===== src/rtl/spi_reg_pkg.sv =====
package spi_reg_pkg;

  localparam int unsigned BYTE_W      = 8;
  localparam int unsigned FRAME_BITS  = 2 * BYTE_W;
  localparam int unsigned WR_FLAG_BIT = BYTE_W - 1;

  // Meaning of the next complete byte inside a select window
  typedef enum logic {
    ROLE_CMD  = 1'b0,
    ROLE_DATA = 1'b1
  } byte_role_e;

endpackage


===== src/rtl/spi_pin_sync.sv =====
module spi_pin_sync #(
  parameter int unsigned   N       = 3,
  parameter int unsigned   STAGES  = 2,
  parameter logic [N-1:0]  RST_VAL = '0
) (
  input  logic         clk,
  input  logic         rst_n,
  input  logic [N-1:0] pins_i,
  output logic [N-1:0] sync_o,
  output logic [N-1:0] rise_o,
  output logic [N-1:0] fall_o
);

  // stage 0..STAGES-1 synchronise, stage STAGES holds the previous value
  logic [STAGES:0][N-1:0] stage_q;
  logic [STAGES:0][N-1:0] stage_n;

  always_comb begin
    stage_n = {stage_q[STAGES-1:0], pins_i};
  end

  always_ff @(posedge clk or negedge rst_n) begin
    if (!rst_n) begin
      stage_q <= {(STAGES+1){RST_VAL}};
    end else begin
      stage_q <= stage_n;
    end
  end

  assign sync_o = stage_q[STAGES-1];
  assign rise_o = stage_q[STAGES-1] & ~stage_q[STAGES];
  assign fall_o = ~stage_q[STAGES-1] & stage_q[STAGES];

endmodule


===== src/rtl/spi_frame_rx.sv =====
module spi_frame_rx
  import spi_reg_pkg::*;
#(
  parameter int unsigned ADDR_W = 5
) (
  input  logic              clk,
  input  logic              rst_n,
  input  logic              cs_active_i,
  input  logic              cs_start_i,
  input  logic              cs_end_i,
  input  logic              sck_rise_i,
  input  logic              sck_fall_i,
  input  logic              sdi_i,
  output logic              load_o,
  output logic              shift_o,
  output logic              load_cmd_o,
  output logic              cmd_wr_o,
  output logic [ADDR_W-1:0] addr_o,
  output logic              commit_o,
  output logic [BYTE_W-1:0] wr_data_o
);

  localparam int unsigned CNT_W     = $clog2(FRAME_BITS + 2);
  localparam int unsigned BIT_IDX_W = $clog2(BYTE_W);
  localparam logic [CNT_W-1:0]     CNT_MAX    = '1;
  localparam logic [CNT_W-1:0]     CNT_FULL   = CNT_W'(FRAME_BITS);
  localparam logic [CNT_W-1:0]     CNT_LASTWR = CNT_W'(FRAME_BITS - 1);
  localparam logic [BIT_IDX_W-1:0] LAST_IDX   = BIT_IDX_W'(BYTE_W - 1);

  logic [BYTE_W-2:0]    rx_q,        rx_n;
  logic [BIT_IDX_W-1:0] bit_idx_q,   bit_idx_n;
  logic [CNT_W-1:0]     cnt_q,       cnt_n;
  byte_role_e           role_q,      role_n;
  logic                 byte_done_q, byte_done_n;
  logic                 done_cmd_q,  done_cmd_n;
  logic                 cmd_wr_q,    cmd_wr_n;
  logic [ADDR_W-1:0]    addr_q,      addr_n;
  logic                 wr_pend_q,   wr_pend_n;
  logic [BYTE_W-1:0]    wr_data_q,   wr_data_n;
  logic [BYTE_W-1:0]    full_byte;

  assign full_byte = {rx_q, sdi_i};

  always_comb begin
    rx_n        = rx_q;
    bit_idx_n   = bit_idx_q;
    cnt_n       = cnt_q;
    role_n      = role_q;
    byte_done_n = byte_done_q;
    done_cmd_n  = done_cmd_q;
    cmd_wr_n    = cmd_wr_q;
    addr_n      = addr_q;
    wr_pend_n   = wr_pend_q;
    wr_data_n   = wr_data_q;

    if (cs_start_i) begin
      bit_idx_n   = '0;
      cnt_n       = '0;
      role_n      = ROLE_CMD;
      byte_done_n = 1'b0;
      wr_pend_n   = 1'b0;
    end else if (cs_end_i) begin
      wr_pend_n   = 1'b0;
    end else if (cs_active_i) begin
      if (sck_rise_i) begin
        rx_n      = full_byte[BYTE_W-2:0];
        bit_idx_n = bit_idx_q + 1'b1;
        if (cnt_q != CNT_MAX) begin
          cnt_n = cnt_q + 1'b1;
        end
        if (bit_idx_q == LAST_IDX) begin
          byte_done_n = 1'b1;
          done_cmd_n  = (role_q == ROLE_CMD);
          if (role_q == ROLE_CMD) begin
            addr_n   = full_byte[ADDR_W-1:0];
            cmd_wr_n = full_byte[WR_FLAG_BIT];
            role_n   = full_byte[WR_FLAG_BIT] ? ROLE_DATA : ROLE_CMD;
          end else begin
            role_n = ROLE_CMD;
            if (cmd_wr_q && (cnt_q == CNT_LASTWR)) begin
              wr_pend_n = 1'b1;
              wr_data_n = full_byte;
            end
          end
        end
      end
      if (sck_fall_i && byte_done_q) begin
        byte_done_n = 1'b0;
      end
    end
  end

  always_ff @(posedge clk or negedge rst_n) begin
    if (!rst_n) begin
      rx_q        <= '0;
      bit_idx_q   <= '0;
      cnt_q       <= '0;
      role_q      <= ROLE_CMD;
      byte_done_q <= 1'b0;
      done_cmd_q  <= 1'b0;
      cmd_wr_q    <= 1'b0;
      addr_q      <= '0;
      wr_pend_q   <= 1'b0;
      wr_data_q   <= '0;
    end else begin
      rx_q        <= rx_n;
      bit_idx_q   <= bit_idx_n;
      cnt_q       <= cnt_n;
      role_q      <= role_n;
      byte_done_q <= byte_done_n;
      done_cmd_q  <= done_cmd_n;
      cmd_wr_q    <= cmd_wr_n;
      addr_q      <= addr_n;
      wr_pend_q   <= wr_pend_n;
      wr_data_q   <= wr_data_n;
    end
  end

  assign load_o     = cs_active_i & sck_fall_i & byte_done_q;
  assign shift_o    = cs_active_i & sck_fall_i & ~byte_done_q;
  assign load_cmd_o = done_cmd_q;
  assign cmd_wr_o   = cmd_wr_q;
  assign addr_o     = addr_q;
  assign commit_o   = cs_end_i & wr_pend_q & (cnt_q == CNT_FULL);
  assign wr_data_o  = wr_data_q;

endmodule


===== src/rtl/spi_tx_shift.sv =====
module spi_tx_shift
  import spi_reg_pkg::*;
(
  input  logic              clk,
  input  logic              rst_n,
  input  logic              load_i,
  input  logic              shift_i,
  input  logic [BYTE_W-1:0] data_i,
  output logic              sdo_o
);

  logic [BYTE_W-1:0] tx_q, tx_n;

  always_comb begin
    tx_n = tx_q;
    if (load_i) begin
      tx_n = data_i;
    end else if (shift_i) begin
      tx_n = {tx_q[BYTE_W-2:0], 1'b0};
    end
  end

  always_ff @(posedge clk or negedge rst_n) begin
    if (!rst_n) begin
      tx_q <= '0;
    end else begin
      tx_q <= tx_n;
    end
  end

  assign sdo_o = tx_q[BYTE_W-1];

endmodule


===== src/rtl/spi_ctrl_regs.sv =====
module spi_ctrl_regs
  import spi_reg_pkg::*;
#(
  parameter int unsigned NUM_REGS = 4,
  parameter int unsigned ADDR_W   = 5
) (
  input  logic                       clk,
  input  logic                       rst_n,
  input  logic                       wr_en_i,
  input  logic [ADDR_W-1:0]          wr_addr_i,
  input  logic [BYTE_W-1:0]          wr_data_i,
  input  logic [ADDR_W-1:0]          rd_addr_i,
  output logic [BYTE_W-1:0]          rd_data_o,
  output logic [NUM_REGS*BYTE_W-1:0] regs_o
);

  for (genvar g = 0; g < NUM_REGS; g++) begin : g_reg
    logic              sel;
    logic [BYTE_W-1:0] val_q;

    assign sel = wr_en_i && (wr_addr_i == ADDR_W'(g));

    always_ff @(posedge clk or negedge rst_n) begin
      if (!rst_n) begin
        val_q <= '0;
      end else if (sel) begin
        val_q <= wr_data_i;
      end
    end

    assign regs_o[g*BYTE_W +: BYTE_W] = val_q;
  end

  // Unmapped addresses read as zero
  always_comb begin
    rd_data_o = '0;
    for (int i = 0; i < NUM_REGS; i++) begin
      if (rd_addr_i == ADDR_W'(i)) begin
        rd_data_o = regs_o[i*BYTE_W +: BYTE_W];
      end
    end
  end

endmodule


===== src/rtl/spi_reg_port.sv =====
module spi_reg_port
  import spi_reg_pkg::*;
#(
  parameter int unsigned ADDR_W      = 5,
  parameter int unsigned NUM_CTRL    = 4,
  parameter int unsigned SYNC_STAGES = 2
) (
  input  logic                       clk,
  input  logic                       rst_n,
  input  logic                       spi_sck,
  input  logic                       spi_cs_n,
  input  logic                       spi_sdi,
  output logic                       spi_sdo,
  output logic                       status_rd_o,
  output logic [ADDR_W-1:0]          status_addr_o,
  input  logic [BYTE_W-1:0]          status_data_i,
  output logic [NUM_CTRL*BYTE_W-1:0] ctrl_regs_o
);

  localparam int unsigned PIN_N    = 3;
  localparam int unsigned PIN_SCK  = 2;
  localparam int unsigned PIN_CS   = 1;
  localparam int unsigned PIN_SDI  = 0;
  localparam int unsigned STAT_BIT = ADDR_W - 1;

  // Reset: asserted asynchronously, released on the clock
  logic [1:0] rst_pipe_q;
  logic       rst_sync_n;

  always_ff @(posedge clk or negedge rst_n) begin
    if (!rst_n) begin
      rst_pipe_q <= '0;
    end else begin
      rst_pipe_q <= {rst_pipe_q[0], 1'b1};
    end
  end
  assign rst_sync_n = rst_pipe_q[1];

  logic [PIN_N-1:0] pin_sync, pin_rise, pin_fall;

  spi_pin_sync #(
    .N       (PIN_N),
    .STAGES  (SYNC_STAGES),
    .RST_VAL (3'b010)
  ) u_sync (
    .clk    (clk),
    .rst_n  (rst_sync_n),
    .pins_i ({spi_sck, spi_cs_n, spi_sdi}),
    .sync_o (pin_sync),
    .rise_o (pin_rise),
    .fall_o (pin_fall)
  );

  logic unused_edges;
  assign unused_edges = ^{pin_sync[PIN_SCK], pin_rise[PIN_SDI], pin_fall[PIN_SDI]};

  logic              load, shift, load_cmd, cmd_wr, commit;
  logic [ADDR_W-1:0] cur_addr;
  logic [BYTE_W-1:0] wr_data, ctrl_rd, rd_data;
  logic              is_status;

  spi_frame_rx #(
    .ADDR_W (ADDR_W)
  ) u_rx (
    .clk         (clk),
    .rst_n       (rst_sync_n),
    .cs_active_i (~pin_sync[PIN_CS]),
    .cs_start_i  (pin_fall[PIN_CS]),
    .cs_end_i    (pin_rise[PIN_CS]),
    .sck_rise_i  (pin_rise[PIN_SCK]),
    .sck_fall_i  (pin_fall[PIN_SCK]),
    .sdi_i       (pin_sync[PIN_SDI]),
    .load_o      (load),
    .shift_o     (shift),
    .load_cmd_o  (load_cmd),
    .cmd_wr_o    (cmd_wr),
    .addr_o      (cur_addr),
    .commit_o    (commit),
    .wr_data_o   (wr_data)
  );

  spi_ctrl_regs #(
    .NUM_REGS (NUM_CTRL),
    .ADDR_W   (ADDR_W)
  ) u_regs (
    .clk       (clk),
    .rst_n     (rst_sync_n),
    .wr_en_i   (commit),
    .wr_addr_i (cur_addr),
    .wr_data_i (wr_data),
    .rd_addr_i (cur_addr),
    .rd_data_o (ctrl_rd),
    .regs_o    (ctrl_regs_o)
  );

  assign is_status = cur_addr[STAT_BIT];
  assign rd_data   = is_status ? status_data_i : ctrl_rd;

  spi_tx_shift u_tx (
    .clk     (clk),
    .rst_n   (rst_sync_n),
    .load_i  (load),
    .shift_i (shift),
    .data_i  (rd_data),
    .sdo_o   (spi_sdo)
  );

  // Strobe only for a read command; a write to status must not disturb it
  assign status_rd_o   = load & load_cmd & is_status & ~cmd_wr;
  assign status_addr_o = cur_addr;

endmodule


===== config.mk =====
export PLATFORM = sky130hd
export DESIGN_NAME = spi_reg_port
export DESIGN_NICKNAME = d
export VERILOG_FILES = /design/src/rtl/spi_reg_pkg.sv /design/src/rtl/spi_pin_sync.sv /design/src/rtl/spi_frame_rx.sv /design/src/rtl/spi_tx_shift.sv /design/src/rtl/spi_ctrl_regs.sv /design/src/rtl/spi_reg_port.sv
export SDC_FILE = /design/constraint.sdc
export NUM_CORES = 1
export LEC_CHECK = 0
export BUFFER_PORTS_ARGS = -buffer_cell sky130_fd_sc_hd__buf_4
export CORE_MARGIN = 8
export CORE_UTILIZATION = 56
export CTS_BUF_LIST = sky130_fd_sc_hd__clkbuf_16
export DETAILED_ROUTE_END_ITERATION = 6
export PLACE_DENSITY = 0.82
export SLEW_MARGIN = 20
export SYNTH_ARGS = -nofsm -noshare
export SYNTH_HDL_FRONTEND = slang
export SYNTH_HIERARCHICAL = 1
export SYNTH_SLANG_ARGS = --single-unit

===== constraint.sdc =====
create_clock -name clk -period 3.15 [get_ports clk]
set_clock_uncertainty 0.2 [all_clocks]
set_input_delay 0 -clock clk [delete_from_list [all_inputs] [get_ports clk]]
set_output_delay 0 -clock clk [all_outputs]
set_load 0.005 [all_outputs]

==> results of run 1 <==
## flip-flops by register name (all words and copies together) (netlist names)
| register | count |
|---|---|
| u_regs/g.val_q | 32 |
| u_rx/wr_data_o | 8 |
| u_tx/tx_q | 8 |
| u_rx/rx_q | 7 |
| u_rx/addr_o | 5 |
| u_rx/cnt_q | 5 |
| u_rx/bit_idx_q | 3 |
| u_sync/stage_n | 3 |
| u_sync/sync_o | 3 |
| rst_pipe_q | 2 |
| u_sync/stage_q | 2 |
| u_rx/byte_done_q | 1 |
| u_rx/cmd_wr_o | 1 |
| u_rx/load_cmd_o | 1 |
| u_rx/role_q | 1 |
| u_rx/wr_pend_q | 1 |
## layout by cell type (no fill, tap or decap), types with 3 or more instances in the layout
cell	instances
dfrtp_1	79
buf_4	52
mux2_2	40
nand2_1	31
mux2_4	14
dlygate4sd3_1	13
clkbuf_16	9
nor2b_1	9
nor2_1	9
mux2i_1	9
mux4_2	8
o21ai_1	7
inv_1	6
o21ai_0	6
ha_1	6
clkinv_2	4
a21oi_1	4
and2b_2	4
or3_1	3
dfstp_2	3
## worst max path at each step
stage                          start                        to  cells after the start
finish              u_sync/sync_o[1]             u_rx/cmd_wr_o                      4
global route        u_sync/sync_o[1]             u_rx/cmd_wr_o                      4
CTS                 u_sync/sync_o[1]            u_rx/addr_o[0]                      4
detailed placement  u_sync/sync_o[1]             u_rx/cmd_wr_o                      4
global placement    u_sync/sync_o[1]            u_rx/addr_o[4]                      4
floorplan              rst_pipe_q[1]  u_regs/g_reg[0].val_q[0]                      0
## final cells by class
type | count | share of cell area [%]
clock inverter | 7 | 0.759
inverter | 6 | 0.488
sequential | 83 | 45.2
timing repair buffer | 66 | 11.9
multi-input combinational | 178 | 34.7
clock buffer | 9 | 4.88
tap | 80 | 2.17
## metal layers
| metal | GRT usage [%] | up-vias |
|---|---|---|
| met5 | 0 | - |
| met4 | 6.73 | 0 |
| met3 | 3.98 | 6 |
| met2 | 28.7 | 63 |
| met1 | 21.7 | 1197 |
| li1 | - | 1114 |
## critical path, stage by stage (launching register included)
cell and delay, ns:
dfstp_2 0.55, and2b_2 0.31, nand4bb_1 0.48, or3_1 0.64, mux2_4 0.36
## per-stage QoR
stage,setup slack (ns),util [%],power (mW),cells
floorplan,0.472,-,1.27,280
global placement,0.584,62.8,1.32,399
detailed placement,0.518,62.8,1.33,399
CTS,0.526,68.7,2.26,428
global route,0.391,69.1,2.34,429
finish,0.496,69.1,2.24,429
## power groups by stage
stage / clock [mW] / sequential [mW] / combinational (mW)
after floorplan: 0 / 1.19 / 0.0783
after global placement: 0 / 1.21 / 0.107
after detailed placement: 0 / 1.22 / 0.114
after CTS: 0.935 / 1.20 / 0.128
after global routing: 0.981 / 1.19 / 0.163
final: 0.913 / 1.18 / 0.145
## timing repair
item                                   in CTS  in global routing
hold buffers                               13                  0
gates resized for setup                     0                  0
endpoints found under the hold margin      13                  0
==> impl_metrics.csv, run 1 <==
group,metric,value,unit
die,core,6680,µm²
worst_setup_path,startpoint_type,"flop",
timing,max_slew_margin,48.3,%
synth,syn_avg_cell_area,13.6,µm²
cells_and_area,area_growth,21.5,%
route,top_layer,"met4",
route,wire_per_inst,19.2,µm
die,fp.dieArea,9670,µm²
clock_tree,worstSkewPairLatency,0.33,ns
worst_setup_path,r2r_setup_slack,0.50,ns
worst_setup_path,timing.rr.end,"u_rx/cmd_wr_o",
worst_setup_path,r2r-start,"u_sync/sync_o[1]",
synth,syn_nets,299,
die,rows,30,
route,drt_iter0_drc,125,
cells_and_area,drive_gt1_share,41.8,%
die,start_util,56.9,%
placement,gp_congestion,0.788,
synth,yosysWarnings,6,
timing,timing.hold.ws,0.0481,ns
clock_tree,post_cts_buffers,0,
cells_and_area,seqCellArea,2080,µm²
timing,fin_tns_setup,0,ns
timing,hold_violations,0,
worst_setup_path,arrival,2.66,ns
die,die_y,98.4,µm
cells_and_area,multiInputGateArea,1600,µm²
worst_hold_path,hold_path_class,"flop to async pin",
route,drc_errors,0,
pwr,p_sw_share,23.0,%
worst_setup_path,cp_max_fo,14,
clock_tree,clk_path_buf_depth,2,
timing,setup_viol_count_final,0,
pwr,share_comb_of_total_power,6.4,%
worst_setup_path,reg2reg_depth,4,
clock_tree,cts-root-buf,"clkbuf_16",
timing,rsz0062_at_grt,"no",
worst_setup_path,end_kind,"flop",
clock_tree,cts_tree,"done",
worst_setup_path,critPathKind,"flop to flop",
job,maxCapViolCount,0,
grt,grt_usage,17.4,%
placement,placed_area,4200,µm²
grt,grt_pass1_wl,13300,µm
timing,finalCritPeriodShare,84.3,%
route,vias,2380,
clock_tree,htree_levels,3,
clock_tree,clock-sinks,83,
outcome,status,"completed",
route,met2WireLength,4210,µm
timing,clock.fmax,377,MHz
pwr,ir_worst_vdd,324,µV
clock_tree,cts-buffers-inserted,9,
die,ios,52,
grt,grt_pass1_vias,2585,
worst_setup_path,cp.required,3.16,ns
pwr,pwr-share-clk,40.7,%
cells_and_area,final_cell_area,4610,µm²
route,routed_wl,8240,µm
cells_and_area,final_nets,363,
grt,overflow,0,
synth,syn-cell-area,3800,µm²
route,viasPerCell,5.55,
route,first_pass_iters,4,
cells_and_area,nFillCells,457,
die,die_width,98.4,µm
pwr,seqPwrFrac,52.8,%
placement,io_buffers,51,
synth,netlist_instances,280,
timing,period_minus_slack,2.65,ns
grt,antenna_found_initial,0,
route,met1_length,3630,µm
grt,grt_max_degree,82,
pwr,switchingPower,0.515,mW
route,routed-wl-met3,347,µm
pwr,power.leakage,2.32,nW
cells_and_area,antenna_cells,0,
timing,tightest_slew,0.773,ns
pwr,cellPowerDensity,486,nW/µm²
placement,dpl.hpwl,5510,µm
pwr,p_int,1.73,mW
route,ant_nets,0,
timing,drv_slew,0,
clock_tree,clk_pin_slew,0.06,ns
Power figures use the tool's default switching activity.
==> run 2: changes to the inputs <==
Settings changed: CORE_UTILIZATION 56 to 52, PLACE_DENSITY 0.82 to 0.8.
Clock period 3.15 ns to 2.35 ns, I/O delays scaled along.
==> run 2 against run 1 <==
  * Utilization shrank 2.2 points
  * Clock power grew 49%
  * Highest routed layer unchanged
  * Via count rose by 3.1%
  * Largest power group unchanged
==> impl_metrics.csv, run 2 (same netlist as run 1, synthesis figures left out) <==
group,metric,value,unit
outcome,status,"completed",
pwr,power.leakage,2.47,nW
worst_setup_path,startpoint_type,"flop",
timing,drv_slew,0,
cells_and_area,largest_reg_flops,32,
worst_setup_path,slowest_delay,0.54,ns
timing,clock.fmax,429,MHz
worst_setup_path,arrival,2.34,ns
worst_setup_path,cp_top_family,"simple AND/OR/NAND/NOR gates",
route,first_pass_iters,4,
die,die_y,101,µm
cells_and_area,fin_cells,459,
route,wire_per_inst,17.6,µm
placement,dpl.hpwl,5690,µm
grt,grt_usage,17.1,%
cells_and_area,layout_commonest_cell,"dfrtp_1",
pwr,cellPowerDensity,655,nW/µm²
cells_and_area,drive_gt1_share,44.4,%
die,fp.dieArea,10300,µm²
cells_and_area,regMostFlops,"u_regs/g.val_q",
route,viasPerCell,5.35,
cells_and_area,nFillCells,524,
job,maxCapViolCount,0,
timing,rsz0062_at_grt,"yes",
placement,io_buffers,51,
timing,timing.hold.ws,0.105,ns
clock_tree,cts_tree,"done",
die,core,7180,µm²
pwr,ir_worst_vdd,453,µV
grt,grt_pass1_wl,13600,µm
die,start_util,52.9,%
route,vias,2454,
route,drc_errors,0,
die,die_width,101,µm
placement,dp_slack,-0.0294,ns
worst_setup_path,end_kind,"flop",
clock_tree,clock-sinks,83,
placement,dpl.cell_count,430,
clock_tree,htree_levels,3,
placement,gp_congestion,0.830,
worst_hold_path,hold_path_class,"flop to async pin",
clock_tree,clk_pin_slew,0.06,ns
worst_setup_path,r2r_setup_slack,0.02,ns
worst_setup_path,critPathKind,"flop to flop",
cells_and_area,antenna_cells,0,
route,ant_nets,0,
timing,max_slew_margin,58.4,%
timing,tightest_slew,0.624,ns
worst_setup_path,timing.rr.end,"u_regs/g_reg[3].val_q[6]",
grt,overflow,0,
grt,grt_pass1_vias,2618,
worst_setup_path,cp_max_fo,8,
worst_setup_path,r2r-start,"u_sync/sync_o[1]",
route,drt_iter0_drc,115,
timing,finalCritPeriodShare,99.2,%
cells_and_area,area_growth,26.4,%
die,ios,52,
worst_setup_path,worst-path-buf-inv,0,
worst_setup_path,reg2reg_depth,6,
die,rows,31,
clock_tree,post_cts_buffers,0,
cells_and_area,final_nets,374,
worst_setup_path,cp.required,2.36,ns
worst_setup_path,crit_chain,"and2b_2, nand4b_1, nor3b_2, nor4b_4, and3_4, mux2_2",
timing,worst_slack,0.0192,ns
worst_setup_path,slowest_stage,"dfstp_2",
timing,setup_viol_count_final,0,
clock_tree,cts-buffers-inserted,9,
grt,antenna_found_initial,0,
clock_tree,clk_path_buf_depth,2,
clock_tree,worstSkewPairLatency,0.33,ns
cells_and_area,layout_common_cells,"dfrtp_1, buf_4, mux2_2, nand2_1, mux2_4",
route,routed_wl,8100,µm
clock_tree,cts-root-buf,"clkbuf_16",
timing,hold_violations,0,
grt,grt_max_degree,44,
timing,period_minus_slack,2.33,ns
## run 2: cell types whose count changed in the layout (fill, tap and decap cells not counted), sizes merged
cell,before,now
clkinv,6,5
buf,53,64
bufinv,0,1
## run 2: timing repair
action	in CTS	in global routing
hold buffers	13	0
hold endpoints to repair	13	0
endpoints found under the setup margin	24	34
resized for setup	4	3
pin swaps	0	1
## run 2: where the power goes
part | total, mW | internal, mW | switching [mW]
Clock | 1.36 | 0.818 | 0.546
Sequential | 1.59 | 1.51 | 0.0708
Combinational | 0.193 | 0.103 | 0.0898
## run 2: final cells by class
class                   count  area [µm²]  area share (%)
clock buffers               9         225            4.69
inverters                   6        22.5           0.469
multi-input cells         178        1640            34.1
well taps                  99         124            2.58
repair buffers             77         639            13.3
clock inverters             7        68.8            1.43
flip-flops and latches     83        2080            43.4
## run 2: metrics by stage
| stage | total power, mW | cell area [µm²] | setup TNS (ns) | util, % |
|---|---|---|---|---|
| 2_1_floorplan | 1.71 | 3800 | 0 | - |
| 3_3_place_gp | 1.78 | 4340 | 0 | 60.4 |
| 3_5_place_dp | 1.79 | 4340 | -0.364 | 60.4 |
| 4_1_cts | 3.17 | 4790 | -0.0179 | 66.7 |
| 5_1_grt | 3.29 | 4800 | -0.885 | 66.9 |
| 6_report | 3.14 | 4800 | 0 | 66.9 |
## run 2: metal layers
metal | wire [µm] | track usage (%) | share of wire (%) | vias to the layer above
met1 | 3520 | 21.0 | 43 | 1247
met4 | 174 | 8.48 | 2.1 | 0
met2 | 4120 | 28.1 | 51 | 59
li1 | - | - | - | 1132
met5 | 0 | 0 | 0 | -
met3 | 291 | 3.30 | 3.6 | 16
## run 2: how the worst max path moves through the flow
stage	cells after the start	endpoint	from	slack (ns)
after floorplan	7	u_regs/g_reg[3].val_q[0]	u_sync/sync_o[1]	0.09
after global placement	7	u_regs/g_reg[2].val_q[0]	u_sync/sync_o[1]	0.11
after detailed placement	7	u_regs/g_reg[2].val_q[0]	u_sync/sync_o[1]	-0.03
after CTS	7	u_regs/g_reg[1].val_q[6]	u_sync/sync_o[1]	-0.005
after global routing	6	u_regs/g_reg[3].val_q[2]	u_sync/sync_o[1]	-0.08
final	6	u_regs/g_reg[3].val_q[6]	u_sync/sync_o[1]	0.02
